--- src/rtl/adv_load_pkg.sv ---
package adv_load_pkg;

  localparam int unsigned LANES      = 8;
  localparam int unsigned LANE_BITS  = 3;

  typedef logic [LANES-1:0] lane_mask_t;

  typedef enum logic {
    CHK_RELOAD = 1'b0,
    CHK_BRANCH = 1'b1
  } chk_kind_e;

  // Byte lanes touched by a naturally aligned access of 1, 2, 4 or 8 bytes.
  function automatic lane_mask_t lane_mask(input logic [2:0] off, input logic [1:0] size);
    lane_mask_t span;
    logic [2:0] base;
    case (size)
      2'd0: begin span = 8'h01; base = off;                 end
      2'd1: begin span = 8'h03; base = {off[2:1], 1'b0};    end
      2'd2: begin span = 8'h0F; base = {off[2], 2'b00};     end
      default: begin span = 8'hFF; base = 3'b000;           end
    endcase
    return lane_mask_t'(span << base);
  endfunction

endpackage

--- src/rtl/ldtrk_overlap.sv ---
module ldtrk_overlap
  import adv_load_pkg::*;
#(
  parameter int LINE_W = 45
) (
  input  logic [LINE_W-1:0] ent_line,
  input  lane_mask_t        ent_mask,
  input  logic [LINE_W-1:0] snp_line,
  input  lane_mask_t        snp_mask,
  output logic              conflict
);

  logic same_line;
  logic lanes_shared;

  always_comb begin
    same_line    = (ent_line == snp_line);
    lanes_shared = |(ent_mask & snp_mask);
    conflict     = same_line && lanes_shared;
  end

endmodule

--- src/rtl/ldtrk_victim.sv ---
module ldtrk_victim #(
  parameter int ENTRIES = 32,
  parameter int PTR_W   = 5
) (
  input  logic             clk,
  input  logic             rst_n,
  input  logic             adv,
  output logic [PTR_W-1:0] ptr
);

  localparam logic [PTR_W-1:0] LAST = PTR_W'(ENTRIES - 1);

  logic [PTR_W-1:0] ptr_q;
  logic [PTR_W-1:0] ptr_d;

  always_comb begin
    ptr_d = ptr_q;
    if (adv) begin
      ptr_d = (ptr_q == LAST) ? '0 : ptr_q + PTR_W'(1);
    end
  end

  always_ff @(posedge clk or negedge rst_n) begin
    if (!rst_n) begin
      ptr_q <= '0;
    end else if (adv) begin
      ptr_q <= ptr_d;
    end
  end

  assign ptr = ptr_q;

  AST_PTR_RANGE: assert property (@(posedge clk) disable iff (!rst_n)
    ptr_q <= LAST) else $error("victim pointer out of range");

  AST_PTR_HOLDS: assert property (@(posedge clk) disable iff (!rst_n)
    !adv |=> $stable(ptr_q)) else $error("victim pointer moved without allocation");

endmodule

--- src/rtl/ldtrk_slot.sv ---
module ldtrk_slot
  import adv_load_pkg::*;
#(
  parameter int REG_W  = 7,
  parameter int LINE_W = 45
) (
  input  logic              clk,
  input  logic              rst_n,
  input  logic              wr_en,
  input  logic              kill,
  input  logic [REG_W-1:0]  wr_tag,
  input  logic [LINE_W-1:0] wr_line,
  input  lane_mask_t        wr_mask,
  output logic              vld,
  output logic [REG_W-1:0]  tag,
  output logic [LINE_W-1:0] line,
  output lane_mask_t        mask
);

  logic              vld_q, vld_d;
  logic [REG_W-1:0]  tag_q;
  logic [LINE_W-1:0] line_q;
  lane_mask_t        mask_q;
  logic              vld_en;

  always_comb begin
    vld_en = wr_en || kill;
    vld_d  = vld_q;
    if (wr_en) begin
      vld_d = 1'b1;
    end else if (kill) begin
      vld_d = 1'b0;
    end
  end

  always_ff @(posedge clk or negedge rst_n) begin
    if (!rst_n) begin
      vld_q <= 1'b0;
    end else if (vld_en) begin
      vld_q <= vld_d;
    end
  end

  // Payload needs no reset: it is qualified by vld_q.
  always_ff @(posedge clk) begin
    if (wr_en) begin
      tag_q  <= wr_tag;
      line_q <= wr_line;
      mask_q <= wr_mask;
    end
  end

  assign vld  = vld_q;
  assign tag  = tag_q;
  assign line = line_q;
  assign mask = mask_q;

  AST_KILL_EMPTIES: assert property (@(posedge clk) disable iff (!rst_n)
    kill && !wr_en |=> !vld_q) else $error("killed slot still valid");

  AST_WRITE_FILLS: assert property (@(posedge clk) disable iff (!rst_n)
    wr_en |=> vld_q && (tag_q == $past(wr_tag))) else $error("written slot wrong");

endmodule

--- src/rtl/adv_load_tracker.sv ---
module adv_load_tracker
  import adv_load_pkg::*;
#(
  parameter int ENTRIES = 32,
  parameter int REG_W   = 7,
  parameter int ADDR_W  = 48
) (
  input  logic              clk,
  input  logic              rst_n,
  input  logic              ins_valid,
  input  logic [REG_W-1:0]  ins_reg,
  input  logic [ADDR_W-1:0] ins_addr,
  input  logic [1:0]        ins_size,
  input  logic              ins_deferred,
  input  logic              st_valid,
  input  logic [ADDR_W-1:0] st_addr,
  input  logic [1:0]        st_size,
  input  logic              chk_valid,
  input  logic [REG_W-1:0]  chk_reg,
  input  logic              chk_kind,
  input  logic              chk_clear,
  output logic              rsp_valid,
  output logic              rsp_hit,
  output logic              rsp_recover
);

  localparam int LINE_W = ADDR_W - LANE_BITS;
  localparam int PTR_W  = (ENTRIES > 1) ? $clog2(ENTRIES) : 1;

  // Decoded request fields
  logic [LINE_W-1:0] ins_line, st_line;
  lane_mask_t        ins_mask, st_mask;

  always_comb begin
    ins_line = ins_addr[ADDR_W-1:LANE_BITS];
    st_line  = st_addr[ADDR_W-1:LANE_BITS];
    ins_mask = lane_mask(ins_addr[LANE_BITS-1:0], ins_size);
    st_mask  = lane_mask(st_addr[LANE_BITS-1:0], st_size);
  end

  // Per-slot state and match vectors
  logic [ENTRIES-1:0] ent_vld;
  logic [REG_W-1:0]   ent_tag  [ENTRIES];
  logic [LINE_W-1:0]  ent_line [ENTRIES];
  lane_mask_t         ent_mask [ENTRIES];

  logic [ENTRIES-1:0] ins_tag_hit;
  logic [ENTRIES-1:0] chk_tag_hit;
  logic [ENTRIES-1:0] st_conflict;
  logic [ENTRIES-1:0] st_hit;
  logic [ENTRIES-1:0] wr_sel;
  logic [ENTRIES-1:0] kill;

  logic [PTR_W-1:0]   victim;
  logic               any_ins_tag;
  logic               alloc_new;
  logic               ins_live;
  logic               ins_defer;
  logic               chk_found;

  always_comb begin
    ins_live    = ins_valid && !ins_deferred;
    ins_defer   = ins_valid && ins_deferred;
    any_ins_tag = |ins_tag_hit;
    alloc_new   = ins_live && !any_ins_tag;
    // Store is ordered before the check: a slot it kills cannot hit.
    chk_found   = |(chk_tag_hit & ~st_hit);
  end

  ldtrk_victim #(
    .ENTRIES (ENTRIES),
    .PTR_W   (PTR_W)
  ) u_victim (
    .clk   (clk),
    .rst_n (rst_n),
    .adv   (alloc_new),
    .ptr   (victim)
  );

  for (genvar i = 0; i < ENTRIES; i++) begin : g_slot
    logic victim_here;

    ldtrk_overlap #(
      .LINE_W (LINE_W)
    ) u_ovl (
      .ent_line (ent_line[i]),
      .ent_mask (ent_mask[i]),
      .snp_line (st_line),
      .snp_mask (st_mask),
      .conflict (st_conflict[i])
    );

    always_comb begin
      victim_here    = (victim == PTR_W'(i));
      ins_tag_hit[i] = ent_vld[i] && (ent_tag[i] == ins_reg);
      chk_tag_hit[i] = ent_vld[i] && (ent_tag[i] == chk_reg);
      st_hit[i]      = st_valid && ent_vld[i] && st_conflict[i];
      wr_sel[i]      = ins_live && (any_ins_tag ? ins_tag_hit[i] : victim_here);
      kill[i]        = st_hit[i]
                     || (chk_valid && chk_clear && chk_tag_hit[i])
                     || (ins_defer && ins_tag_hit[i]);
    end

    ldtrk_slot #(
      .REG_W  (REG_W),
      .LINE_W (LINE_W)
    ) u_slot (
      .clk     (clk),
      .rst_n   (rst_n),
      .wr_en   (wr_sel[i]),
      .kill    (kill[i]),
      .wr_tag  (ins_reg),
      .wr_line (ins_line),
      .wr_mask (ins_mask),
      .vld     (ent_vld[i]),
      .tag     (ent_tag[i]),
      .line    (ent_line[i]),
      .mask    (ent_mask[i])
    );

    AST_STORE_KILLS: assert property (@(posedge clk) disable iff (!rst_n)
      st_hit[i] && !wr_sel[i] |=> !ent_vld[i]) else $error("overlapping store left entry");

    AST_DEFER_DROPS: assert property (@(posedge clk) disable iff (!rst_n)
      ins_defer && ins_tag_hit[i] |=> !ent_vld[i]) else $error("deferred insert kept entry");
  end

  // Registered check response
  logic rsp_valid_q, rsp_hit_q, rsp_recover_q;
  logic rsp_hit_d,   rsp_recover_d;

  always_comb begin
    rsp_hit_d     = chk_valid && chk_found;
    rsp_recover_d = chk_valid && !chk_found && (chk_kind == CHK_BRANCH);
  end

  always_ff @(posedge clk or negedge rst_n) begin
    if (!rst_n) begin
      rsp_valid_q   <= 1'b0;
      rsp_hit_q     <= 1'b0;
      rsp_recover_q <= 1'b0;
    end else begin
      rsp_valid_q   <= chk_valid;
      rsp_hit_q     <= rsp_hit_d;
      rsp_recover_q <= rsp_recover_d;
    end
  end

  assign rsp_valid   = rsp_valid_q;
  assign rsp_hit     = rsp_hit_q;
  assign rsp_recover = rsp_recover_q;

  AST_RSP_FOLLOWS: assert property (@(posedge clk) disable iff (!rst_n)
    chk_valid |=> rsp_valid) else $error("missing response");

  AST_RSP_ONLY_AFTER_CHK: assert property (@(posedge clk) disable iff (!rst_n)
    !chk_valid |=> !rsp_valid && !rsp_hit && !rsp_recover) else $error("spurious response");

  AST_HIT_XOR_RECOVER: assert property (@(posedge clk) disable iff (!rst_n)
    !(rsp_hit && rsp_recover)) else $error("hit and recover together");

  AST_ONE_PER_REG: assert property (@(posedge clk) disable iff (!rst_n)
    chk_valid |-> $onehot0(chk_tag_hit)) else $error("duplicate register entries");

  AST_STORE_FIRST: assert property (@(posedge clk) disable iff (!rst_n)
    chk_valid && |(chk_tag_hit & st_hit) |=> !rsp_hit) else $error("check hit past store");

endmodule

--- config.mk ---
export PLATFORM = sky130hd
export DESIGN_NAME = adv_load_tracker
export DESIGN_NICKNAME = d
export VERILOG_FILES = /design/src/rtl/adv_load_pkg.sv /design/src/rtl/ldtrk_overlap.sv /design/src/rtl/ldtrk_victim.sv /design/src/rtl/ldtrk_slot.sv /design/src/rtl/adv_load_tracker.sv
export SDC_FILE = /design/constraint.sdc
export NUM_CORES = 2
export LEC_CHECK = 0
export ABC_AREA = 0
export BUFFER_PORTS_ARGS = -buffer_cell sky130_fd_sc_hd__buf_2
export CAP_MARGIN = 40
export CORE_MARGIN = 2
export CORE_UTILIZATION = 37
export CTS_BUF_LIST = sky130_fd_sc_hd__clkbuf_4 sky130_fd_sc_hd__clkbuf_8
export CTS_CLUSTER_SIZE = 24
export DETAILED_ROUTE_END_ITERATION = 10
export PLACE_DENSITY_LB_ADDON = 0.1
export REMOVE_ABC_BUFFERS = 1
export SYNTH_ARGS = -nofsm -noshare
export SYNTH_HDL_FRONTEND = slang
export SYNTH_HIERARCHICAL = 1
export SYNTH_SLANG_ARGS = --single-unit
--- constraint.sdc ---
create_clock -name clk -period 4.7 [get_ports clk]
set_input_delay 0.47 -clock clk [delete_from_list [all_inputs] [get_ports clk]]
set_output_delay 0.47 -clock clk [all_outputs]
set_load 0.005 [all_outputs]
==> results.sh <==
export IMPL_status="completed"
export IMPL_io_buffers=124
export IMPL_route_met3_wl_mm=14.13
export IMPL_rsz0062_at_grt="no"
export IMPL_worstSetupEndpointType="flop"
export IMPL_finClkSkew_ps=90.90
export IMPL_arrival_ps=5040
export IMPL_rows=174
export IMPL_crit_type="flop to flop"
export IMPL_via_count=47473
export IMPL_insertion_delay_ps=1080
export IMPL_timing_final_ws_setup_ps=615.1
export IMPL_cp_max_fo=2
export IMPL_yosys_warnings=6
export IMPL_total_power_mw=38.60
export IMPL_slew_violations=0
export IMPL_cp_slowest_cell="nor4_1"
export IMPL_crit_top_cell="buf_4"
export IMPL_grt_start_max_net_pins=62
export IMPL_grt_total_usage=0.2275
export IMPL_fmaxAchievable_mhz=244.8
export IMPL_crit_required_ps=5660
export IMPL_dpl_cell_area_um2=91640
export IMPL_initial_utilization=0.3716
export IMPL_p_clk_frac=0.395
export IMPL_min_period_ps=4085
export IMPL_grt_pass1_vias=46952
export IMPL_fin_area_um2=98690
export IMPL_gp_congestion=0.8835
export IMPL_ant_nets=0
export IMPL_slew_limit_headroom=0.3250
export IMPL_p_comb_frac=0.083
export IMPL_core_um2=224700
export IMPL_holdBufCountCts=54
export IMPL_wirelength_mm=264.5
export IMPL_wl_per_cell_um=28.75
export IMPL_drc=0
export IMPL_p_switching_mw=9.490
export IMPL_critPathBufInv=3
export IMPL_hold_path_class="input pin to async pin"
export IMPL_drive_above_1_share=0.1886
export IMPL_dpl_hpwl_mm=170.7
export IMPL_antenna_found_initial=6
export IMPL_fp_dieH_um=479.0
export IMPL_tightest_slew_ps=1003
export IMPL_numCtsBuffers=356
export IMPL_clock_sinks=1960
export IMPL_final_period_utilization=0.8691
export IMPL_grt_overflow_total=0
export IMPL_netlist_area_um2=83490
export IMPL_syn_area_per_cell_um2=16.37
export IMPL_power_frac_seq=0.522
export IMPL_max_stage_delay_ps=860
export IMPL_yosysUniqueCellTypes=44
export IMPL_power_density_nw_per_um2=391.1
export IMPL_first_pass_iters=5
export IMPL_cts_resized=0
export IMPL_clockRootBuffer="clkbuf_8"
export IMPL_crit_chain="xor2_1 > nor4_1 > nand4_1 > buf_4 > nor4_2 > buf_4 > nand3_1 > a2111oi_1 > buf_4 > nand3_1 > nor4_2 > and3_1"
export IMPL_cp_top_family="simple AND/OR/NAND/NOR gates"
export IMPL_die_w_um=479.0
export IMPL_start_kind="flop"
export IMPL_top_layer="met5"
export IMPL_cts_tree="done"
export IMPL_grt_first_pass_wirelength_mm=370.6
export IMPL_vias_per_cell=5.161
export IMPL_wl_met1_mm=127.4
export IMPL_syn_to_final_growth_pct=18.20
export IMPL_die_area_um2=229500
export IMPL_clkSlewWorstSetupHoldPaths_ps=60
export IMPL_final_core_util=0.4392
export IMPL_synth_seq_cells=1960
export IMPL_cts_max_level=5
export IMPL_finalSetupViolCount=0
export IMPL_p_int_mw=29.11
export IMPL_met2_length_mm=117.7
export IMPL_nets=6085
export IMPL_finalHoldViolCount=0
export IMPL_drt_initial_drc_count=4343
export IMPL_p_sw_frac=0.2459
export IMPL_irDropWorstVdd_mv=0.3101
export IMPL_p_leak_nw=32.88
export IMPL_postCtsSetupBuffers=0
export IMPL_cts_buffer_depth=4
export IMPL_num_io_pins=125
export IMPL_netlist_instances=5099
export IMPL_maxCapViolCount=0
export IMPL_ys_seq_area_frac=0.7025
export IMPL_preCtsSetupSlack_ps=4.861
-- cells in the mapped netlist --
cell type,count,share of area
a2111oi_1,1,0.00012
a21boi_0,1,0.000090
a21o_1,32,0.0029
a21oi_1,16,0.00096
a22o_1,1,0.00010
a22oi_1,171,0.015
a31o_1,13,0.0014
a32o_1,19,0.0023
and2_1,2,0.00015
and3_1,5,0.00037
and3_2,1,0.000090
and3b_1,1,0.00010
buf_1,1,0.000045
buf_12,6,0.0014
buf_2,15,0.00090
buf_4,7,0.00063
buf_6,22,0.0030
buf_8,10,0.0018
clkbuf_1,13,0.00058
dfrtp_1,40,0.012
edfxtp_1,1920,0.69
ha_1,2,0.00030
inv_1,35,0.0016
mux2_2,2,0.00027
mux2i_1,1,0.00012
nand2_1,36,0.0016
nand2b_1,3,0.00022
nand2b_2,2,0.00021
nand3_1,96,0.0058
nand4_1,229,0.017
nor2_1,79,0.0036
nor2_2,1,0.000075
nor2_4,1,0.00013
nor2b_1,2,0.00015
nor3_1,51,0.0031
nor3b_1,7,0.00063
nor4_1,296,0.022
nor4_2,65,0.0097
o21ai_0,1,0.000060
o21ai_1,2,0.00012
or2_2,2,0.00015
or3_1,1,0.000075
xnor2_1,512,0.054
xor2_1,1376,0.14
-- flip-flops by register name, indices dropped and copies added (netlist names) --
register            flops
g_slot.u_slot/mask    256
g_slot.u_slot/vld      32
g_slot.u_slot/tag     224
g_slot.u_slot/line   1440
rsp_valid               1
u_victim/ptr            5
rsp_hit                 1
rsp_recover             1
-- per-stage QoR --
stage / TNS [ps] / hold slack [ps] / std cells
detailed placement: 0 / 530.3 / 8540
global route: 0 / 58.50 / 9198
CTS: 0 / 7.172 / 9195
floorplan: 0 / 174.4 / 5025
finish: 0 / 78.48 / 9199
global placement: -707.4 / 528.6 / 8520
-- final cells by class --
class / instances / area [um^2]
clock inverter: 113 / 553.0
clock buffer: 488 / 5941
timing repair buffer: 578 / 5205
antenna: 3 / 7.507
fill: 20089 / 126000
sequential: 1960 / 58660
multi-input combinational: 3030 / 24450
tap: 2992 / 3744
inverter: 35 / 131.4
-- layout by cell type, fill, tap and decap left out, types with 35 or more instances in the layout --
cell type,n
a22oi_1,171
buf_12,75
buf_2,123
buf_4,315
clkbuf_4,124
clkbuf_8,364
clkinv_1,84
dfrtp_1,40
dlygate4sd3_1,54
edfxtp_1,1920
inv_1,35
nand2_1,36
nand3_1,96
nand4_1,229
nor2_1,63
nor3_1,51
nor4_1,292
nor4_2,69
xnor2_1,512
xor2_1,1376
-- worst paths after layout --
check,startpoint,endpoint,slack (ps),cells after the start
max,g_slot[7].u_slot/line[14]$_DFFE_PP_,rsp_recover$_DFF_PN0_,620,12
min,rst_n,g_slot[14].u_slot/vld$_DFFE_PN0P_,80,3
max reg2reg,g_slot[7].u_slot/line[14]$_DFFE_PP_,rsp_recover$_DFF_PN0_,620,12
min reg2reg,g_slot[14].u_slot/vld$_DFFE_PN0P_,g_slot[14].u_slot/vld$_DFFE_PN0P_,550,1
max in group asynchronous,rst_n,g_slot[28].u_slot/vld$_DFFE_PN0P_,4030,3
min in group clk,ins_addr[19],g_slot[7].u_slot/line[16]$_DFFE_PP_,110,1
-- routing by layer --
layer | vias up | GRT usage
met1 | 24741 | 0.3447
met2 | 1410 | 0.3426
li1 | 20986 | -
met5 | - | 0
met4 | 4 | 0.05312
met3 | 332 | 0.03456
-- power by group through the flow --
stage | clock (mW) | sequential [mW] | combinational (mW)
detailed placement | 0 | 20.5 | 3.20
global route | 16.4 | 20.2 | 3.42
global placement | 0 | 20.5 | 3.16
finish | 15.3 | 20.1 | 3.20
floorplan | 0 | 20.4 | 1.36
CTS | 15.7 | 20.1 | 3.25
-- worst reg2reg max path, stage by stage, from the launching register on --
cell and delay [ps]:
edfxtp_1 370, xor2_1 150, nor4_1 860, nand4_1 410
buf_4 260, nor4_2 380, buf_4 210, nand3_1 100
a2111oi_1 390, buf_4 180, nand3_1 100, nor4_2 400
and3_1 200
-- cell families after synthesis --
logic type,count (synthesis),synth area share
adders and majority gates,2,0.0002997
DFF,1960,0.7025
buffers and inverters,109,0.009936
muxes,3,0.0003896
xor gates and xnor gates,1888,0.1981
and+or+nand+nor,880,0.06543
AOI/OAI and AO/OA,257,0.02335
No activity file was read; power rests on OpenSTA's default activity.
